`src/rtl/sio_cfg_pkg.sv`:
```
`timescale 1ns/1ps
package sio_cfg_pkg;
  typedef enum logic [1:0] {LK_SEALED, LK_HALF, LK_OPEN} lock_e;

  localparam logic [7:0] KEY_OPEN  = 8'h87;
  localparam logic [7:0] KEY_CLOSE = 8'hAA;

  localparam logic [7:0] IDX_LDN   = 8'h07;
  localparam logic [7:0] IDX_ID    = 8'h20;
  localparam logic [7:0] IDX_REV   = 8'h21;
  localparam logic [7:0] IDX_STRAP = 8'h26;
  localparam logic [7:0] IDX_ACT   = 8'h30;

  localparam int STRAP_BIT = 6;
  localparam logic [7:0] IDLE_BYTE = 8'hFF;
endpackage

```
`src/rtl/sio_port_decode.sv`:
```
`timescale 1ns/1ps
module sio_port_decode #(
  parameter int ADDR_W = 16,
  parameter logic [ADDR_W-1:0] BASE_LO = 'h2E,
  parameter logic [ADDR_W-1:0] BASE_HI = 'h4E
) (
  input  logic [ADDR_W-1:0] addr,
  input  logic              alt_base,
  output logic              hit_idx,
  output logic              hit_dat
);
  localparam logic [ADDR_W-1:0] ONE = 1;
  logic [ADDR_W-1:0] base;

  always_comb begin
    base    = alt_base ? BASE_HI : BASE_LO;
    hit_idx = (addr == base);
    hit_dat = (addr == base + ONE);
  end
endmodule

```
`src/rtl/sio_index_port.sv`:
```
`timescale 1ns/1ps
module sio_index_port
  import sio_cfg_pkg::*;
(
  input  logic       clk,
  input  logic       rst,
  input  logic       idx_wr,
  input  logic [7:0] wdata,
  output logic       cfg_open,
  output logic [7:0] index_q
);
  lock_e st;

  always_ff @(posedge clk) begin
    if (rst) begin
      st      <= LK_SEALED;
      index_q <= 8'h00;
    end else if (idx_wr) begin
      case (st)
        LK_SEALED: st <= (wdata == KEY_OPEN) ? LK_HALF : LK_SEALED;
        LK_HALF:   st <= (wdata == KEY_OPEN) ? LK_OPEN : LK_SEALED;
        default: begin
          if (wdata == KEY_CLOSE) st <= LK_SEALED;
          else index_q <= wdata;
        end
      endcase
    end
  end

  assign cfg_open = (st == LK_OPEN);


  key_restart_chk: assert property (@(posedge clk) disable iff (rst)
    (!cfg_open && idx_wr && wdata != KEY_OPEN) |=> (!cfg_open && st == LK_SEALED));

  key_second_chk: assert property (@(posedge clk) disable iff (rst)
    (st == LK_HALF && idx_wr && wdata == KEY_OPEN) |=> cfg_open);

  close_key_chk: assert property (@(posedge clk) disable iff (rst)
    (cfg_open && idx_wr && wdata == KEY_CLOSE) |=> (!cfg_open && $stable(index_q)));

  index_hold_chk: assert property (@(posedge clk) disable iff (rst)
    !idx_wr |=> $stable(index_q));
endmodule

```
`src/rtl/sio_global_regs.sv`:
```
`timescale 1ns/1ps
module sio_global_regs
  import sio_cfg_pkg::*;
#(
  parameter int NUM_LDEV = 4,
  parameter logic [7:0] DEV_ID  = 8'hA3,
  parameter logic [7:0] DEV_REV = 8'h17
) (
  input  logic                clk,
  input  logic                rst,
  input  logic                wr_en,
  input  logic [7:0]          index,
  input  logic [7:0]          wdata,
  input  logic                strap_q,
  output logic [7:0]          ldn_q,
  output logic [NUM_LDEV-1:0] dev_active,
  output logic [7:0]          rd_data
);
  localparam int LDN_W = (NUM_LDEV > 1) ? $clog2(NUM_LDEV) : 1;

  logic ldn_valid;
  assign ldn_valid = ({24'd0, ldn_q} < NUM_LDEV);

  always_ff @(posedge clk) begin
    if (rst) ldn_q <= 8'h00;
    else if (wr_en && index == IDX_LDN) ldn_q <= wdata;
  end

  for (genvar g = 0; g < NUM_LDEV; g++) begin : g_act
    always_ff @(posedge clk) begin
      if (rst) dev_active[g] <= 1'b0;
      else if (wr_en && index == IDX_ACT && ldn_q == 8'(g)) dev_active[g] <= wdata[0];
    end
  end

  always_comb begin
    rd_data = 8'h00;
    case (index)
      IDX_LDN:   rd_data = ldn_q;
      IDX_ID:    rd_data = DEV_ID;
      IDX_REV:   rd_data = DEV_REV;
      IDX_STRAP: rd_data[STRAP_BIT] = strap_q;
      IDX_ACT:   if (ldn_valid) rd_data[0] = dev_active[ldn_q[LDN_W-1:0]];
      default:   rd_data = 8'h00;
    endcase
  end


  ldn_hold_chk: assert property (@(posedge clk) disable iff (rst)
    !wr_en |=> $stable(ldn_q));

  act_hold_chk: assert property (@(posedge clk) disable iff (rst)
    !(wr_en && index == IDX_ACT) |=> $stable(dev_active));
endmodule

```
`src/rtl/sio_cfg_port.sv`:
```
`timescale 1ns/1ps
module sio_cfg_port
  import sio_cfg_pkg::*;
#(
  parameter int ADDR_W = 16,
  parameter int NUM_LDEV = 4,
  parameter logic [7:0] DEV_ID  = 8'hA3,
  parameter logic [7:0] DEV_REV = 8'h17
) (
  input  logic                clk,
  input  logic                rst,
  input  logic                strap_alt_base,
  input  logic [ADDR_W-1:0]   io_addr,
  input  logic                io_wr,
  input  logic                io_rd,
  input  logic [7:0]          io_wdata,
  output logic [7:0]          io_rdata,
  output logic [NUM_LDEV-1:0] dev_active,
  output logic [7:0]          lbus_ldn,
  output logic [7:0]          lbus_idx,
  output logic                lbus_wr,
  output logic                lbus_rd,
  output logic [7:0]          lbus_wdata,
  input  logic [7:0]          lbus_rdata
);
  logic       strap_q;
  logic       hit_idx, hit_dat;
  logic       cfg_open;
  logic [7:0] index_q, ldn_q, glb_rdata, rd_next;
  logic       remote, dat_wr, dat_rd;

  always_ff @(posedge clk) begin
    if (rst) strap_q <= strap_alt_base;
  end

  sio_port_decode #(.ADDR_W(ADDR_W)) u_dec (
    .addr(io_addr), .alt_base(strap_q), .hit_idx(hit_idx), .hit_dat(hit_dat)
  );

  sio_index_port u_idx (
    .clk(clk), .rst(rst), .idx_wr(io_wr && hit_idx), .wdata(io_wdata),
    .cfg_open(cfg_open), .index_q(index_q)
  );

  assign remote = (index_q > IDX_ACT);
  assign dat_wr = io_wr && hit_dat && cfg_open;
  assign dat_rd = io_rd && hit_dat && cfg_open;

  sio_global_regs #(.NUM_LDEV(NUM_LDEV), .DEV_ID(DEV_ID), .DEV_REV(DEV_REV)) u_glb (
    .clk(clk), .rst(rst), .wr_en(dat_wr && !remote), .index(index_q),
    .wdata(io_wdata), .strap_q(strap_q), .ldn_q(ldn_q),
    .dev_active(dev_active), .rd_data(glb_rdata)
  );

  assign lbus_ldn   = ldn_q;
  assign lbus_idx   = index_q;
  assign lbus_wdata = io_wdata;
  assign lbus_wr    = dat_wr && remote;
  assign lbus_rd    = dat_rd && remote;

  always_comb begin
    rd_next = IDLE_BYTE;
    if (io_rd && hit_idx && cfg_open) rd_next = index_q;
    else if (dat_rd) rd_next = remote ? lbus_rdata : glb_rdata;
  end

  always_ff @(posedge clk) begin
    if (rst) io_rdata <= IDLE_BYTE;
    else io_rdata <= rd_next;
  end


  sealed_read_chk: assert property (@(posedge clk) disable iff (rst)
    (io_rd && hit_dat && !cfg_open) |=> (io_rdata == 8'hFF));

  bank_range_chk: assert property (@(posedge clk) disable iff (rst)
    (lbus_wr || lbus_rd) |-> (lbus_idx > 8'h30 && cfg_open && !(lbus_wr && lbus_rd)));

  idle_byte_chk: assert property (@(posedge clk) disable iff (rst)
    !io_rd |=> (io_rdata == 8'hFF));
endmodule

```
`config.mk`:
```
export PLATFORM = sky130hd
export DESIGN_NAME = sio_cfg_port
export DESIGN_NICKNAME = d
export VERILOG_FILES = /design/src/rtl/sio_cfg_pkg.sv /design/src/rtl/sio_port_decode.sv /design/src/rtl/sio_index_port.sv /design/src/rtl/sio_global_regs.sv /design/src/rtl/sio_cfg_port.sv
export SDC_FILE = /design/constraint.sdc
export NUM_CORES = 1
export LEC_CHECK = 0
export BUFFER_PORTS_ARGS = -buffer_cell sky130_fd_sc_hd__clkbuf_2
export CORE_UTILIZATION = 49
export CTS_CLUSTER_SIZE = 30
export DETAILED_ROUTE_END_ITERATION = 8
export PLACE_DENSITY = 0.83
export SLEW_MARGIN = 5
export SYNTH_ARGS = -nofsm -noshare
export SYNTH_HDL_FRONTEND = slang
export SYNTH_SLANG_ARGS = --single-unit
```
`constraint.sdc`:
```
create_clock -name clk -period 3.7 [get_ports clk]
set_clock_uncertainty 0.2 [all_clocks]
set_input_delay 0.185 -clock clk [delete_from_list [all_inputs] [get_ports clk]]
set_output_delay 0.185 -clock clk [all_outputs]
set_load 0.01 [all_outputs]
```
Yosys cells after proc, flatten, opt, wreduce, memory -nomap -nowiden
Index checks and enable logic that the tools add are counted.
{"block": "totals", "reg_bits": 31, "latchBits": 0, "mem_bits_rw": 0, "mem_bits_ro": 0, "out_inout_bits": 38, "n_memories": 0}
{"block": "classes", "add_sub_neg": 1, "multipliers": 0, "div_mod_pow": 0, "magnitude_cmp": 3, "n_eq_ne": 14, "shifts": 0, "n_mux": 15, "bitwise": 2, "reduce_logical": 24}
{"cell": "16-bit equality test", "count": 2}
{"cell": "8-bit by 6-bit equality test with 1-bit output, second input constant", "count": 4}
{"cell": "8-bit two-way mux", "count": 3}
{"cell": "16-bit by 1-bit adder with 16-bit output, second input constant", "count": 1}
{"cell": "8-bit by 2-bit equality test with 1-bit output, second input constant", "count": 2}
{"cell": "8-bit equality test, second input constant", "count": 2}
{"cell": "1-bit logical AND", "count": 16}
{"cell": "5-bit one-hot mux with 3 select lines", "count": 1}
{"cell": "8-bit by 1-bit equality test with 1-bit output, second input constant", "count": 1}
{"cell": "8-bit by 3-bit equality test with 1-bit output, second input constant", "count": 1}
{"cell": "8-bit by 6-bit > comparator with 1-bit output, second input constant", "count": 1}
{"cell": "8-bit zero test", "count": 1}
{"cell": "8-bit by 3-bit less-than comparator with 1-bit output, second input constant", "count": 1}
{"cell": "7-bit two-way mux", "count": 1}
{"cell": "2-bit two-way mux", "count": 2}
{"cell": "1-bit one-hot mux with 2 select lines", "count": 2}
{"cell": "2-bit one-hot mux with 2 select lines", "count": 1}
{"cell": "2-bit OR reduction", "count": 2}
{"cell": "2-bit by 3-bit less-than comparator with 1-bit output, second input constant", "count": 1}
{"cell": "1-bit two-way mux", "count": 3}
{"cell": "1-bit one-hot mux with 3 select lines", "count": 1}
{"cell": "3-bit AND reduction", "count": 1}
{"cell": "3-bit nonzero test", "count": 1}
{"cell": "1-bit binary-select mux with 2-bit select", "count": 1}
{"cell": "other kinds (6)", "count": 7}

Longest topological paths before layout
{"block": "logic_depth", "word_depth": 8, "ltp_mapped": 7}

By module
A second synthesis with hierarchy kept.
{"block": "unflattened", "cells_unflattened": 236, "area_unflattened_um2": 2040.7}
{"mod": "sio_cfg_port", "n_inst": 1, "cells_each": 86, "area_per_inst_um2": 743.2, "seq_area_each_um2": 190.2}
{"mod": "sio_global_regs", "n_inst": 1, "cells_each": 87, "area_per_inst_um2": 686.9, "seq_area_each_um2": 240.2}
{"mod": "sio_index_port", "n_inst": 1, "cells_each": 51, "area_per_inst_um2": 515.5, "seq_area_each_um2": 200.2}
{"mod": "sio_port_decode", "n_inst": 1, "cells_each": 12, "area_per_inst_um2": 95.1, "seq_area_each_um2": 0.0}

Worst setup path before layout
Ideal clock, no wire load.
{"block": "synth_path", "path_kind": "reg2reg", "start": "register strap_q", "end": "register u_idx.st[0]", "setup_ps": 71, "arrival_ps": 1801, "t_required_ps": 3429, "setup_slack_ps": 1628, "path_stages_with_launch": 7, "period_less_slack_ps": 2072, "path_cell_list": "edfxtp_1 nor3b_2 o2111ai_2 or2_1 clkbuf_2 or4_1 a21oi_1"}
{"block": "synth_between", "elab_chain_cells": 4}
{"item": "start: declaration", "line_no": "sio_cfg_port.sv:26", "text": "logic strap_q;"}
{"item": "start signal: assignment", "line_no": "sio_cfg_port.sv:33", "text": "if (rst) strap_q <= strap_alt_base;"}
{"item": "7-bit two-way mux", "line_no": "sio_port_decode.sv:16", "text": "base = alt_base ? BASE_HI : BASE_LO;"}
{"item": "16-bit equality test", "line_no": "sio_port_decode.sv:17", "text": "hit_idx = (addr == base);"}
{"item": "1-bit logical AND", "line_no": "sio_cfg_port.sv:41", "text": ".clk(clk), .rst(rst), .idx_wr(io_wr && hit_idx), .wdata(io_wdata),"}
{"item": "2-bit AND reduction (no line)"}
{"item": "end signal: assignment", "line_no": "sio_index_port.sv:20", "text": "LK_SEALED: st <= (wdata == KEY_OPEN) ? LK_HALF : LK_SEALED;"}
{"item": "end signal: assignment", "line_no": "sio_index_port.sv:21", "text": "LK_HALF: st <= (wdata == KEY_OPEN) ? LK_OPEN : LK_SEALED;"}
{"item": "end: declaration", "line_no": "sio_index_port.sv:12", "text": "lock_e st;"}
No other way between the ends.
A chain may end at the register's enable or synchronous reset.

Final worst setup path
{"block": "layout_path", "start": "register strap_q", "end": "output port lbus_rd"}
{"block": "layout_between", "elab_chain_cells": 6}
{"item": "7-bit two-way mux", "line_no": "sio_port_decode.sv:16"}
{"item": "16-bit by 1-bit adder with 16-bit output", "line_no": "sio_port_decode.sv:18", "text": "hit_dat = (addr == base + ONE);"}
{"item": "16-bit equality test", "line_no": "sio_port_decode.sv:18"}
{"item": "1-bit logical AND (2 in a row)", "line_no": "sio_cfg_port.sv:47", "text": "assign dat_rd = io_rd && hit_dat && cfg_open;"}
{"item": "1-bit logical AND", "line_no": "sio_cfg_port.sv:59", "text": "assign lbus_rd = dat_rd && remote;"}
{"item": "end: declaration", "line_no": "sio_cfg_port.sv:22", "text": "output logic lbus_rd,"}
No other way between the ends.

==> impl_metrics.tcl <==
set metrics [dict create \
    maxCapViolCount 0 \
    fin_crit_sh 0.6714 \
    grt-ovfl-total 0 \
    multi_input_area_um2 898.4 \
    grt_first_pass_wirelength_mm 6.658 \
    total_power_uw 654.0 \
    setup_tns_ps 0 \
    async_flop_share 0 \
    final-max-slew-violation-count 0 \
    cts_sinks 31 \
    ir_drop_v 0.0002138 \
    syn_inst 184 \
    place_inst 288 \
    crit_path_end_kind "output pin" \
    period_needed_ps 2484 \
    postRouteAntennaNets 0 \
    drt_pass1_iterations 4 \
    rsz0062_at_grt "no" \
    dieWidth_um 60.04 \
    path_cells "nor3b_2, o2111ai_2, or2_1, nor4_1, clkbuf_2" \
    antenna_found_initial 0 \
    gp_congestion 0.8682 \
    crit_required_ps 3310 \
    die_h_um 60.04 \
    hold_path.class "in -> reg" \
    ys_seq_elements 31 \
    synthDistinctLibCells 45 \
    cts.clk_slew.worst_paths_ps 110 \
    syn_nets 221 \
    final_cells 310 \
    final_nets 302 \
    initial_core_util 0.5276 \
    grt_max_degree 25 \
    cts_made_buffers 5 \
    utilization 0.7100 \
    worst_pin_slew_ps 856.3 \
    hpwlAfterDp_mm 3.086 \
    die_area_um2 3604 \
    grtUsageTotal 0.2572 \
    fill_cells 229 \
    arrival_ps 2100 \
    cts_buffer_depth 2 \
    wl_per_cell_um 14.41 \
    cts-htree-levels 2 \
    clock_latency_ps 340 \
    synth_area_um2 1650 \
    cpMaxStageDelayCell "edfxtp_1" \
    startpoint_type "flip-flop" \
    crit_path_max_incr_delay_ps 460 \
    grt_pass1_vias 1425 \
    yosys_warnings 0 \
    wirelength_mm 4.467 \
    yosysSeqAreaShare 0.3821 \
    cts_hold_buf 14 \
    cp_max_fo 7 \
    antenna_cells 0 \
    setup_viol 0 \
    p_leak_nw 0.9008 \
    regArea_um2 630.6 \
    cts_tree "done" \
    core-area_um2 3128 \
    io_pins 75 \
    synthFlopType "dfxtp_1" \
    avgSynthCellArea_um2 8.969 \
    rows 20 \
    drc 0 \
    vias 1705 \
    worstSetupPathType "reg -> out" \
    powerDensity_nw_per_um2 294.5 \
    synth-edff-count 1 \
    hold_violations 0 \
    drtIter0Drc 113 \
    post_cts_buffers 0 \
    avgViaCountPerCell 5.500 \
    outcome "finished, final reports clean" \
    drive_gt1_frac 0.3722 \
    area_delta_synth_final_pct 34.57 \
    cts-resized-gates 0 \
    fmax_ghz 0.4025 \
    portBuffers 74 \
    cts_root_buf "clkbuf_4" \
    relSlewSlack 0.4244 \
]
state kept, by name, summed over array words and instances, names as in the netlist:
name,flops
io_rdata,8
u_glb.ldn_q,8
u_idx.index_q,8
u_glb.dev_active,4
u_idx.st,2
strap_q,1
stage by stage:
step | worst slack [ps] | cell area [um2] | hold slack (ps)
floorplan | 1628 | 1650 | 54.07
global placement | 1460 | 1999 | 162.6
detailed placement | 1410 | 1999 | 165.0
CTS | 1214 | 2221 | 2.462
global route | 1105 | 2221 | 24.04
finish | 1216 | 2221 | 7.078
cell type report:
cell class / count / share of cell area
clock buffer: 7 / 0.03437
sequential: 31 / 0.2839
tap: 44 / 0.02479
clock inverter: 1 / 0.002254
multi-input combinational: 128 / 0.4045
inverter: 10 / 0.01690
timing repair buffer: 89 / 0.2332
where the power goes:
group	switching [mW]	leakage [nW]	internal (mW)
sequential	0.00100	0.252	0.336
combinational	0.0303	0.603	0.0313
clock	0.123	0.0464	0.132
total	0.154	0.901	0.500
cells in the final DEF (no fill, tap or decap), drive strengths merged, types with 2 or more instances in the layout:
master       Yosys  final
or2              2      2
nor2b            2      2
o31ai            3      3
nand4            4      4
nand2            8      8
o21ai           10     10
nor3b            3      3
a31o             5      5
a21oi           10     10
or4              3      3
inv             10     10
o221ai           4      4
mux2i           17     17
dfxtp           30     30
a221oi           3      3
dlygate4sd3      0     14
nor4             6      6
clkbuf           6     81
nor2            26     26
nor3             4      4
nand3            2      2
logic make-up (layout without fill, tap and decap cells):
logic type,Yosys count,count (layout),share of synthesized area
mux,18,18,0.1168
simple gates,68,68,0.2449
compound gates,42,42,0.1789
flops,31,31,0.3821
buf+inv,25,107,0.07733
worst paths after layout:
| kind | start | end | slack (ps) | cells after the start |
|---|---|---|---|---|
| worst min-delay path | io_rd | io_rdata[3] | 7 | 4 |
| worst max register to register | u_idx.index_q[0] | io_rdata[5] | 1340 | 5 |
| worst max-delay path | strap_q | lbus_rd | 1220 | 5 |
| worst min register to register | u_idx.st[0] | u_idx.st[0] | 320 | 2 |
cell usage after synthesis, types with 2 or more instances:
master | n | area (um2)
nor2_1 | 26 | 97.59
a31o_2 | 5 | 43.79
nor3_1 | 3 | 15.01
or4_1 | 3 | 22.52
mux2i_1 | 17 | 170.2
buf_4 | 8 | 60.06
dfxtp_1 | 30 | 600.6
nor2b_1 | 2 | 12.51
o221ai_1 | 4 | 35.03
nor4_1 | 2 | 12.51
nand4_1 | 4 | 25.02
inv_1 | 10 | 37.54
clkbuf_2 | 2 | 10.01
nand3_1 | 2 | 10.01
nor4_2 | 3 | 37.54
clkbuf_1 | 4 | 15.01
a21oi_1 | 10 | 50.05
o31ai_1 | 3 | 22.52
nor3b_1 | 2 | 15.01
a221oi_1 | 3 | 26.28
nand2_1 | 8 | 30.03
o21ai_0 | 10 | 50.05
critical path: cells and delay by family, from the launching register on:
family / cells / cell delay (ps)
AOI/OAI and AO/OA: 1 / 240
buffers and inverters: 1 / 180
DFF: 1 / 460
and+or+nand+nor: 3 / 890
per-layer routing:
metal / vias to the layer above / share of wire / track usage / wire (um)
met4: 0 / 0.023 / 0.1262 / 104
met5: - / 0 / 0 / 0
met2: 100 / 0.45 / 0.3937 / 2031
met1: 756 / 0.43 / 0.3298 / 1936
li1: 839 / - / - / -
met3: 10 / 0.088 / 0.07359 / 394
No activity file was read; power rests on OpenSTA's default activity.
